--- src/rtl/cbk_pkg.sv ---
package cbk_pkg;
    typedef enum logic [1:0] {
        ST_IDLE  = 2'd0,
        ST_WAIT  = 2'd1,
        ST_COUNT = 2'd2,
        ST_HALT  = 2'd3
    } cbk_state_e;
endpackage

--- src/rtl/cbk_attempt_reg.sv ---
module cbk_attempt_reg #(
    parameter int ATT_W = 8
) (
    input  logic clk,
    input  logic rst_n,
    input  logic shift,
    input  logic clr,
    output logic full
);
    logic [ATT_W-1:0] hist_q;

    always_ff @(posedge clk) begin
        if (!rst_n) begin
            hist_q <= '0;
        end else if (shift) begin
            hist_q <= {hist_q[ATT_W-2:0], 1'b1};
        end else if (clr) begin
            hist_q <= '0;
        end
    end

    assign full = hist_q[ATT_W-1];
endmodule

--- src/rtl/cbk_slot_counter.sv ---
module cbk_slot_counter #(
    parameter int CNT_W = 8
) (
    input  logic             clk,
    input  logic             rst_n,
    input  logic             clr,
    input  logic             load,
    input  logic [CNT_W-1:0] load_val,
    input  logic             dec,
    output logic [CNT_W-1:0] cnt,
    output logic             zero,
    output logic             one
);
    localparam logic [CNT_W-1:0] ONE_VAL = CNT_W'(1);

    always_ff @(posedge clk) begin
        if (!rst_n) begin
            cnt <= '0;
        end else if (clr) begin
            cnt <= '0;
        end else if (load) begin
            cnt <= load_val;
        end else if (dec && cnt != '0) begin
            cnt <= cnt - ONE_VAL;
        end
    end

    assign zero = (cnt == '0);
    assign one  = (cnt == ONE_VAL);
endmodule

--- src/rtl/cbk_ctrl_fsm.sv ---
module cbk_ctrl_fsm
    import cbk_pkg::*;
(
    input  logic       clk,
    input  logic       rst_n,
    input  logic       alt_mode,
    input  logic       coll,
    input  logic       line_idle,
    input  logic       ifs_done,
    input  logic       fifo_touched,
    input  logic       slot_tick,
    input  logic       tx_done,
    input  logic       tx_en_set,
    input  logic       att_full,
    input  logic       cnt_zero,
    input  logic       cnt_one,
    output cbk_state_e state,
    output logic       load,
    output logic       dec,
    output logic       clr_cnt,
    output logic       shift,
    output logic       clr_att,
    output logic       abort,
    output logic       tx_en,
    output logic       tx_permit
);
    cbk_state_e state_d;
    logic       live_coll;
    logic       start_ok;

    assign live_coll = coll && (state != ST_HALT);
    assign start_ok  = alt_mode ? ifs_done : line_idle;

    always_ff @(posedge clk) begin
        if (!rst_n) begin
            state <= ST_IDLE;
        end else begin
            state <= state_d;
        end
    end

    always_comb begin
        state_d = state;
        if (live_coll && (fifo_touched || att_full)) begin
            state_d = ST_HALT;
        end else if (live_coll) begin
            state_d = ST_WAIT;
        end else begin
            unique case (state)
                ST_IDLE:  state_d = ST_IDLE;
                ST_WAIT:  if (start_ok) state_d = cnt_zero ? ST_IDLE : ST_COUNT;
                ST_COUNT: if (slot_tick && cnt_one) state_d = ST_IDLE;
                ST_HALT:  if (tx_en_set) state_d = ST_IDLE;
            endcase
        end
    end

    always_comb begin
        abort     = live_coll && (fifo_touched || att_full);
        load      = live_coll && !abort;
        clr_cnt   = abort;
        dec       = (state == ST_COUNT) && slot_tick && !live_coll;
        shift     = live_coll;
        clr_att   = (tx_done || tx_en_set) && !live_coll;
        tx_en     = (state != ST_HALT);
        tx_permit = (state == ST_IDLE) && ifs_done;
    end
endmodule

--- src/rtl/cbk_timer.sv ---
module cbk_timer
    import cbk_pkg::*;
#(
    parameter int CNT_W = 8,
    parameter int ATT_W = 8
) (
    input  logic             clk,
    input  logic             rst_n,
    input  logic             alt_mode_i,
    input  logic             coll_i,
    input  logic             line_idle_i,
    input  logic             ifs_done_i,
    input  logic             fifo_touched_i,
    input  logic             slot_tick_i,
    input  logic [CNT_W-1:0] preload_i,
    input  logic             tx_done_i,
    input  logic             tx_en_set_i,
    input  logic             err_clr_i,
    output logic             tx_en_o,
    output logic             tx_permit_o,
    output logic             err_o,
    output logic [CNT_W-1:0] bkoff_cnt_o
);
    cbk_state_e       state_q;
    logic             att_full;
    logic             cnt_zero, cnt_one;
    logic             load, dec, clr_cnt, shift, clr_att, abort;
    logic [CNT_W-1:0] cnt_q;
    logic             err_q;

    cbk_ctrl_fsm u_fsm (
        .clk          (clk),
        .rst_n        (rst_n),
        .alt_mode     (alt_mode_i),
        .coll         (coll_i),
        .line_idle    (line_idle_i),
        .ifs_done     (ifs_done_i),
        .fifo_touched (fifo_touched_i),
        .slot_tick    (slot_tick_i),
        .tx_done      (tx_done_i),
        .tx_en_set    (tx_en_set_i),
        .att_full     (att_full),
        .cnt_zero     (cnt_zero),
        .cnt_one      (cnt_one),
        .state        (state_q),
        .load         (load),
        .dec          (dec),
        .clr_cnt      (clr_cnt),
        .shift        (shift),
        .clr_att      (clr_att),
        .abort        (abort),
        .tx_en        (tx_en_o),
        .tx_permit    (tx_permit_o)
    );

    cbk_attempt_reg #(.ATT_W(ATT_W)) u_att (
        .clk   (clk),
        .rst_n (rst_n),
        .shift (shift),
        .clr   (clr_att),
        .full  (att_full)
    );

    cbk_slot_counter #(.CNT_W(CNT_W)) u_cnt (
        .clk      (clk),
        .rst_n    (rst_n),
        .clr      (clr_cnt),
        .load     (load),
        .load_val (preload_i),
        .dec      (dec),
        .cnt      (cnt_q),
        .zero     (cnt_zero),
        .one      (cnt_one)
    );

    always_ff @(posedge clk) begin
        if (!rst_n) begin
            err_q <= 1'b0;
        end else if (abort) begin
            err_q <= 1'b1;
        end else if (err_clr_i) begin
            err_q <= 1'b0;
        end
    end

    assign err_o       = err_q;
    assign bkoff_cnt_o = cnt_q;
endmodule

--- config.mk ---
export PLATFORM = sky130hd
export DESIGN_NAME = cbk_timer
export DESIGN_NICKNAME = d
export VERILOG_FILES = /design/src/rtl/cbk_pkg.sv /design/src/rtl/cbk_attempt_reg.sv /design/src/rtl/cbk_slot_counter.sv /design/src/rtl/cbk_ctrl_fsm.sv /design/src/rtl/cbk_timer.sv
export SDC_FILE = /design/constraint.sdc
export NUM_CORES = 1
export LEC_CHECK = 0
export ABC_AREA = 1
export BUFFER_PORTS_ARGS = -buffer_cell sky130_fd_sc_hd__buf_2
export CAP_MARGIN = 20
export CELL_PAD_IN_SITES_DETAIL_PLACEMENT = 1
export CELL_PAD_IN_SITES_GLOBAL_PLACEMENT = 1
export CORE_MARGIN = 4
export CORE_UTILIZATION = 35
export CTS_CLUSTER_DIAMETER = 200
export CTS_CLUSTER_SIZE = 20
export DETAILED_ROUTE_END_ITERATION = 16
export PLACE_DENSITY_LB_ADDON = 0.1
export SLEW_MARGIN = 30
export SYNTH_ARGS = -nofsm -noshare
export SYNTH_HDL_FRONTEND = slang
export SYNTH_SLANG_ARGS = --single-unit
--- constraint.sdc ---
create_clock -name clk -period 2.45 [get_ports clk]
set_input_delay 0.1225 -clock clk [delete_from_list [all_inputs] [get_ports clk]]
set_output_delay 0.1225 -clock clk [all_outputs]
set_load 0.02 [all_outputs]
==> metrics, run 1 <==
status completed; Avg Synthesized Cell Area 6.512 um2; Hold Path Stages 3; number of global-route vias before repair 1184; largest net degree at the start of global routing 15; Yosys reg bits 19; post-synthesis sequential area ratio 0.3416; synth warn 0; CP max FO 8; Routed Wire Length 3119 um; # setup viols final 0; Synth Instances 171; CTS tree yes; FMAX 637.2 MHz; post-route cell area 1325 um2; vias 1197; placer congestion estimate 0.7526; Core ar. 3053 um2; Clk network pwr share 0.240; part of the power in combinational logic 0.279; clk sinks 19; relative slew slack 0.6626; fraction of layout cells with a size suffix above 1 0.2624; Internal 0.4551 mW; Final Hold Viols 0; # DRC 0; Min-Delay Path Class input pin to flop; # fillers 433; die width 64.41 um; CTS clk-pin slew, worst paths 130 ps; worst skew pair latency around 310 ps; CP Launch Type flop; arrival time at the worst endpoint 1790 ps; cts hold-fix bufs 0; fin nets about 220; CP required 2670 ps; Synth cell types 21; register area 380.4 um2; routed len/inst 12.68 um; post-DP HPWL about 2500 um; worst slew pin tran approximately 500 ps; Critical Path Sink Type flop; P per Cell Area ~540 nW/um2; Setup Skew 7.785 ps; CTS Buf Count 3; DRT iter0 DRCs 49; DIE AREA 4148 um2; total of max-cap violations 0; Rows 20; first-pass GRT wire length approximately 5300 um; Clock Path Buffers 2; Slew Viols, Final 0; switch share 0.3601; crit share post-route 0.6406; Psw 0.2561 mW; Overall Power roughly 0.7 mW; diodes inserted 0; IO Pins 30; total track usage 0.1631; Buffers on Ports 29; post-CTS setup buffers 0; post-synthesis cell area 1114 um2; Die Y 64.41 um; Worst Reg-to-Reg Cells 10; clock root buffer clkbuf_4; Post-DP Area 1297 um2; VDD IR max 0.2772 mV; Resize count post-CTS 0; initial antenna violation count 0; total congestion overflow 0; Reg power frac 0.481; setup TNS 0 ps; Initial Utilization 0.3648; Crit Path Class flop to flop; Layout area overhead 18.99%; post-route ant nets 0; number of iterations in the first detailed-routing pass 4; Multi-input gate area 630.6 um2; syn_nets 192; RSZ-0062 raised after global routing no; static leakage approximately 0.66 nW; H-tree levels 1; Tmin final 1569 ps; Via density between 4 and 5
## synthesized netlist by cell type
cell      number  area (um2)
o21ai_0        5       25.02
inv_2          6       22.52
nor2_1        26       97.59
nand3_1       20       100.1
xor2_1         1       8.760
nand3_2        1       10.01
a21oi_1       11       55.05
clkinv_1       1       3.750
a21oi_2        2       17.52
nand2_4        2       22.52
nand4_1        2       12.51
o21ai_1        4       20.02
buf_6          1       11.26
nand2_2        4       25.02
inv_1         16       60.06
ha_1           2       25.02
nand2_1       42       157.7
dfxtp_1       19       380.4
buf_2          1       5.000
nor3_2         2       20.02
nor2_4         3       33.78
## power by group through the flow
| stage | clock network [mW] | logic [mW] | registers, mW |
|---|---|---|---|
| 3_3_place_gp | 0 | 0.194 | 0.348 |
| 2_1_floorplan | 0 | 0.134 | 0.356 |
| 3_5_place_dp | 0 | 0.201 | 0.350 |
| 5_1_grt | 0.195 | 0.226 | 0.346 |
| 4_1_cts | 0.181 | 0.201 | 0.343 |
| 6_report | 0.171 | 0.198 | 0.342 |
## sequential cells by signal, indices dropped and copies added (netlist names)
signal,flops
err_o,1
u_att.hist_q,8
u_cnt.cnt,8
u_fsm.state,2
## placed cells by master, fill, tap and decap left out
cell type	synthesis	routed
nor2_1	26	26
nor2_4	3	3
a21oi_2	2	2
nand2_4	2	2
o21ai_0	5	5
inv_1	16	16
xor2_1	1	1
nand2_2	4	4
ha_1	2	2
clkbuf_4	0	3
nor3_2	2	2
o21ai_1	4	4
clkinv_2	0	1
nand2_1	42	42
dfxtp_1	19	19
inv_2	6	6
a21oi_1	11	11
nand4_1	2	2
buf_2	1	29
clkinv_1	1	1
nand3_1	20	20
nand3_2	1	1
## worst paths after layout
path                    from              end  slack, ps
max             u_cnt.cnt[0]     u_cnt.cnt[6]        880
min                    rst_n   u_fsm.state[0]         50
max reg2reg     u_cnt.cnt[0]     u_cnt.cnt[6]        880
min reg2reg  u_att.hist_q[0]  u_att.hist_q[0]        470
## metal layers
layer  GRT usage  routed length [um]  part of all wire
met1      0.2186                1486              0.48
met5           0                   0                 0
met2      0.2680                1485              0.48
met4     0.03958                  27            0.0087
met3     0.03163                 119             0.038
## kinds of logic after synthesis
logic type	count (synthesis)	synth area share
simple gates	102	0.4303
fa+ha+maj	2	0.02247
buf+inv	25	0.09213
xor+xnor	1	0.007867
flops	19	0.3416
compound gates	22	0.1056
## critical path, stage by stage (launching register included)
cell and delay, ps:
dfxtp_1 400, inv_1 120, ha_1 300, nand2_2 110, inv_2 40, nand2_2 80, nand2_4 90, nand2_4 140
inv_2 50, nor2_1 100, nor2_1 50
## per-stage QoR
step	setup WS [ps]	hold WS, ps	util	std cells
floorplan	929.9	220.1	-	171
global placement	925.7	356.7	0.4250	242
detailed placement	890.0	362.0	0.4250	242
CTS	872.4	33.41	0.4340	246
global route	737.4	33.14	0.4340	246
finish	880.5	45.63	0.4340	246
## cell type report
cell class | count | share of cell area
multi-input cells | 127 | 0.4759
flip-flops and latches | 19 | 0.2871
repair buffers | 29 | 0.1095
inverters | 23 | 0.06516
well taps | 44 | 0.04155
clock buffers | 3 | 0.01700
clock inverters | 1 | 0.003777
Note: power is estimated with default switching activity, not from simulation.
==> run 2: changes to the inputs <==
- CORE_UTILIZATION: 35 -> 32
- clock period: 2.45 -> 1.3 ns (I/O delays scaled with it)
==> run 2 against run 1 <==
Wire length grew 4.4%. Register-to-register slack worse by 800 ps. Combinational power rose by 140%. Final cell count increased by 7.7%. Critical path depth shrank 1. Largest power group unchanged. Largest cell class unchanged. Clock power is 92% higher. Worst hold slack got worse by 1.6 ps.
==> metrics, run 2 (same netlist as run 1, synthesis figures left out) <==
number of global-route vias before repair 1207 (+1.9%); Via density 4.672 (-4.0%); CP Launch Type flop; placer congestion estimate 0.7876 (+4.7%); Min-Delay Path Class input pin to flop; worst slew pin tran 517.4 ps (+13.16 ps); Finished Layout Cells 265 (+7.7%); fraction of layout cells with a size suffix above 1 0.3973 (+0.1349); first-pass GRT wire length 5499 um (+3.1%); status completed; CP max FO 8 (unchanged); # DRC 0 (unchanged); post-route ant nets 0 (unchanged); CP required 1530 ps (-1140 ps); number of iterations in the first detailed-routing pass 4 (unchanged); post-route cell area 1550 um2 (+17%); largest net degree at the start of global routing 12 (-3); relative slew slack 0.6538 (-0.008803); P per Cell Area 929.3 nW/um2 (+73%); leading cell type in the layout, fill and taps excluded nand2_1; VDD IR max 0.3461 mV (+25%); clk sinks 19 (unchanged); CTS clk-pin slew, worst paths 120 ps (about the same); Overall Power 1.441 mW (+100%); Rows 21 (+5.0%); die width 66.99 um (+4.0%); vias 1238 (+3.4%); crit share post-route 0.9406 (+0.3000); FMAX 817.8 MHz (+28%); clock root buffer clkbuf_4; Layout area overhead 39.21%; Slew Viols, Final 0 (unchanged); initial antenna violation count 0 (unchanged); H-tree levels 1 (unchanged); static leakage 0.7457 nW (+13%); # setup viols final 0 (unchanged); Routed Wire Length 3255 um (+4.4%); placed cell count 255 (+5.4%); R2R setup slack 80 ps (-800 ps); Buffers on Ports 29 (unchanged); DRT iter0 DRCs 51 (+4.1%); arrival time at the worst endpoint 1450 ps (-340 ps); Post-DP Area 1403 um2 (+8.1%); crit path launch u_cnt.cnt[1]; Tmin final 1223 ps (-346.7 ps); Top Registers u_att.hist_q x8, u_cnt.cnt x8, u_fsm.state x2; most frequent cells in the layout nand2_1 (41), buf_2 (29), nor2_1 (22), nand3_1 (20), buf_4 (15); total of max-cap violations 0 (unchanged); fin nets 241 (+7.6%); Setup Skew 5.551 ps (-2.234 ps); diodes inserted 0 (unchanged); Die Y 66.99 um (+4.0%); CTS Buf Count 3 (unchanged); Core ar. 3337 um2 (+9.3%); RR Startpoint u_cnt.cnt[1]; IO Pins 30 (unchanged); total track usage 0.1589 (-0.004279); routed len/inst 12.28 um (-3.1%); Clock Path Buffers 2 (unchanged); Worst Hold Launch preload_i[0]; Initial Utilization 0.3337 (-0.03105); CTS tree yes; RSZ-0062 raised after global routing yes; DIE AREA 4488 um2 (+8.2%); Final Hold Viols 0 (unchanged); Crit Path Class flop to flop; total congestion overflow 0 (unchanged); post-DP HPWL 2588 um (+2.0%); Critical Path Sink Type flop; worst skew pair latency 310 ps (about the same)
[run 2: path summary, 6_finish.rpt]
path                                     end  depth (start not counted)
worst max register to register  u_cnt.cnt[6]                          9
worst min register to register         err_o                          2
worst min-delay path            u_cnt.cnt[0]                          3
worst max-delay path            u_cnt.cnt[6]                          9
[run 2: timing repair]
item / CTS / global route
pin swaps: 3 / 6
setup endpoints to repair: 7 / 9
hold endpoints to repair: 2 / 0
buffers inserted: 1 / 3
hold buffers: 2 / 0
resized for setup: 6 / 19
[run 2: power by group]
| group | total, mW | leakage [nW] | internal [mW] | switching [mW] |
|---|---|---|---|---|
| clock | 0.328 | 0.0177 | 0.115 | 0.213 |
| combinational | 0.473 | 0.569 | 0.191 | 0.282 |
| sequential | 0.639 | 0.159 | 0.610 | 0.0294 |
| total | 1.44 | 0.746 | 0.916 | 0.524 |
[run 2: final cells by class]
| cell class | count | area, um2 |
|---|---|---|
| clock buffer | 3 | 22.52 |
| sequential | 19 | 397.9 |
| multi-input combinational | 127 | 698.2 |
| inverter | 23 | 91.34 |
| tap | 46 | 57.56 |
| fill | 469 | 1787 |
| timing repair buffer | 46 | 277.8 |
| clock inverter | 1 | 5.005 |
[run 2: critical path, stage by stage, from the launching register on]
cell,delay [ps]
dfxtp_4,380
inv_4,60
ha_4,140
nand2_2,50
inv_2,60
nand2_4,60
nand2_8,100
nand2_8,80
o21ai_1,130
nor2_1,50
[run 2: layer usage]
| metal | GRT usage | share of wire | up-vias |
|---|---|---|---|
| met5 | 0 | 0 | - |
| met4 | 0.03797 | 0.0077 | 0 |
| met3 | 0.02698 | 0.045 | 2 |
| met2 | 0.2525 | 0.47 | 21 |
| met1 | 0.2212 | 0.48 | 574 |
| li1 | - | - | 641 |
[run 2: metrics by stage]
stage               TNS, ps  hold slack, ps  worst slack (ps)    util
finish                    0           44.01             77.19  0.4646
detailed placement   -182.0           321.4            -59.95  0.4203
CTS                       0           35.78             4.348  0.4432
global placement     -90.98           302.9            -38.89  0.4203
floorplan                 0           162.6             5.396       -
global route         -28.77           60.02            -18.08  0.4646
==> run 3: changes to the inputs <==
==> constraint.sdc (replaced) <==
create_clock -name clk -period 1.3 [get_ports clk]
set_input_delay 0.26 -clock clk [delete_from_list [all_inputs] [get_ports clk]]
set_output_delay 0.26 -clock clk [all_outputs]
set_load 0.02 [all_outputs]
==> run 3 against run 2 <==
Final cell count is 1.5% higher. Register-to-register slack got worse by 30 ps. Sequential share of layout area fell by 0.57 points. Worst hold slack better by 120 ps. Clock power shrank 2%. Power rose by 1.2%. Sequential cell count is the same. Wire length up 2.7%. First-iteration DRC count decreased by 80%. Critical path depth decreased by 5. Critical path type is now flop to primary output. Via count grew 1.1%. Design area is 2.6% higher. Largest cell class unchanged.
==> metrics, run 3 (same netlist as run 1, synthesis figures left out) <==
status completed; CP max FO 3 (-5); Tmin final 1271 ps (+48.50 ps); total of max-cap violations 0 (unchanged); Core ar. 3337 um2 (unchanged); vias 1251 (+1.1%); post-DP HPWL 2616 um (+1.1%); largest stage delay on the critical path 360 ps (-20 ps); setup TNS 0 ps (unchanged); initial antenna violation count 0 (unchanged); fin nets 245 (+1.7%); DIE AREA 4488 um2 (unchanged); DRT iter0 DRCs 10 (-80%); Finished Layout Cells 269 (+1.5%); RSZ-0062 raised after global routing yes; static leakage 0.7786 nW (+4.4%); VDD IR max 0.4626 mV (+34%); CP Launch Type flop; Via density 4.651 (-0.45%); number of global-route vias before repair 1262 (+4.6%); Layout area overhead 42.81%; CTS Buf Count 3 (unchanged); number of iterations in the first detailed-routing pass 2 (-2); # setup viols final 0 (unchanged); clk sinks 19 (unchanged); Setup Skew 1.033 ps (-4.518 ps); Crit Path Class flop to primary output; worst skew pair latency 310 ps (about the same); P per Cell Area 917.1 nW/um2 (-1.3%); routed len/inst 12.43 um (+1.2%); FMAX 786.6 MHz (-3.8%); Critical Path Sink Type primary output; Buffers on Ports 29 (unchanged); # DRC 0 (unchanged); Die Y 66.99 um (unchanged); Rows 21 (unchanged); largest net degree at the start of global routing 12 (unchanged); die width 66.99 um (unchanged); worst slew pin tran 282.7 ps (-234.7 ps); arrival time at the worst endpoint 1010 ps (-440 ps); Initial Utilization 0.3337 (unchanged); crit share post-route 0.9779 (+0.03731); Min-Delay Path Class input pin to flop; total track usage 0.1624 (+0.003556); Final Hold Viols 0 (unchanged); placer congestion estimate 0.8252 (+4.8%); Clock Path Buffers 2 (unchanged); Multi-input gate area 693.2 um2 (-0.72%); post-route ant nets 0 (unchanged); most frequent cells in the layout nand2_1 (40), buf_2 (27), nor2_1 (21), buf_4 (21), nand3_1 (20); worst path cell trace inv_2 -> nand2_2 -> nor2_2 -> buf_6; # fillers 460 (-1.9%); total congestion overflow 0 (unchanged); clock root buffer clkbuf_4; Slew Viols, Final 0 (unchanged); R2R setup slack 50 ps (-30 ps); first-pass GRT wire length 5575 um (+1.4%); H-tree levels 1 (unchanged); Routed Wire Length 3343 um (+2.7%); relative slew slack 0.8108 (+0.1570); Worst Path Buf+Inv 2 (unchanged); IO Pins 30 (unchanged); register area 399.1 um2 (+0.31%); CTS clk-pin slew, worst paths 120 ps (about the same); Critical Path Slowest Stage Cell dfxtp_2; placed cell count 264 (+3.5%); diodes inserted 0 (unchanged); fraction of layout cells with a size suffix above 1 0.4215 (+0.02426); CTS tree yes; crit-path leading delay family flip-flops; CP required 1040 ps (-490 ps); Top Registers u_att.hist_q x8, u_cnt.cnt x8, u_fsm.state x2; leading cell type in the layout, fill and taps excluded nand2_1; cts hold-fix bufs 0 (-2)
## run 3: layout make-up
| cell class | count | area share |
|---|---|---|
| sequential | 19 | 0.2510 |
| clock inverter | 1 | 0.003147 |
| timing repair buffer | 50 | 0.2038 |
| tap | 46 | 0.03619 |
| inverter | 23 | 0.05586 |
| multi-input combinational | 127 | 0.4359 |
| clock buffer | 3 | 0.01416 |
## run 3: path summary, 6_finish.rpt
check,start,endpoint,cells past startpoint
worst max-delay path,u_fsm.state[1],tx_permit_o,4
worst min-delay path,rst_n,u_fsm.state[0],3
worst max register to register,u_cnt.cnt[0],u_cnt.cnt[1],10
worst min register to register,err_o,err_o,2
## run 3: routing by layer
metal | global-route usage | part of all wire | up-vias
met3 | 0.03373 | 0.036 | 5
met5 | 0 | 0 | -
met2 | 0.2748 | 0.48 | 23
met1 | 0.2093 | 0.48 | 572
li1 | - | - | 651
met4 | 0.03797 | 0.0087 | 0
## run 3: tightest hold or removal path, delay by kind of cell
family / cells / cell delay (ps)
AND/OR/NAND/NOR: 1 / 50
buffers and inverters: 2 / 140
## run 3: repair_timing
item | in CTS | in global routing
setup buffers | 0 | 1
setup endpoints to repair | 8 | 12
pin swaps | 3 | 5
resized for setup | 11 | 18
## run 3: power by group
group          internal (mW)  switching (mW)
registers              0.609          0.0257
clock network          0.115           0.205
logic                  0.216           0.288
total                  0.940           0.519
## run 3: through the flow
step / setup WS [ps] / power (mW) / instance area [um2] / utilization / hold slack, ps
after detailed placement: -68.47 / 1.107 / 1483 / 0.4443 / 458.5
after floorplan: 5.396 / 0.9282 / 1134 / - / 357.6
after global placement: -15.92 / 1.095 / 1483 / 0.4443 / 448.6
after global routing: -26.31 / 1.562 / 1590 / 0.4766 / 175.1
after CTS: -5.172 / 1.451 / 1536 / 0.4604 / 156.3
final: 28.69 / 1.458 / 1590 / 0.4766 / 168.0
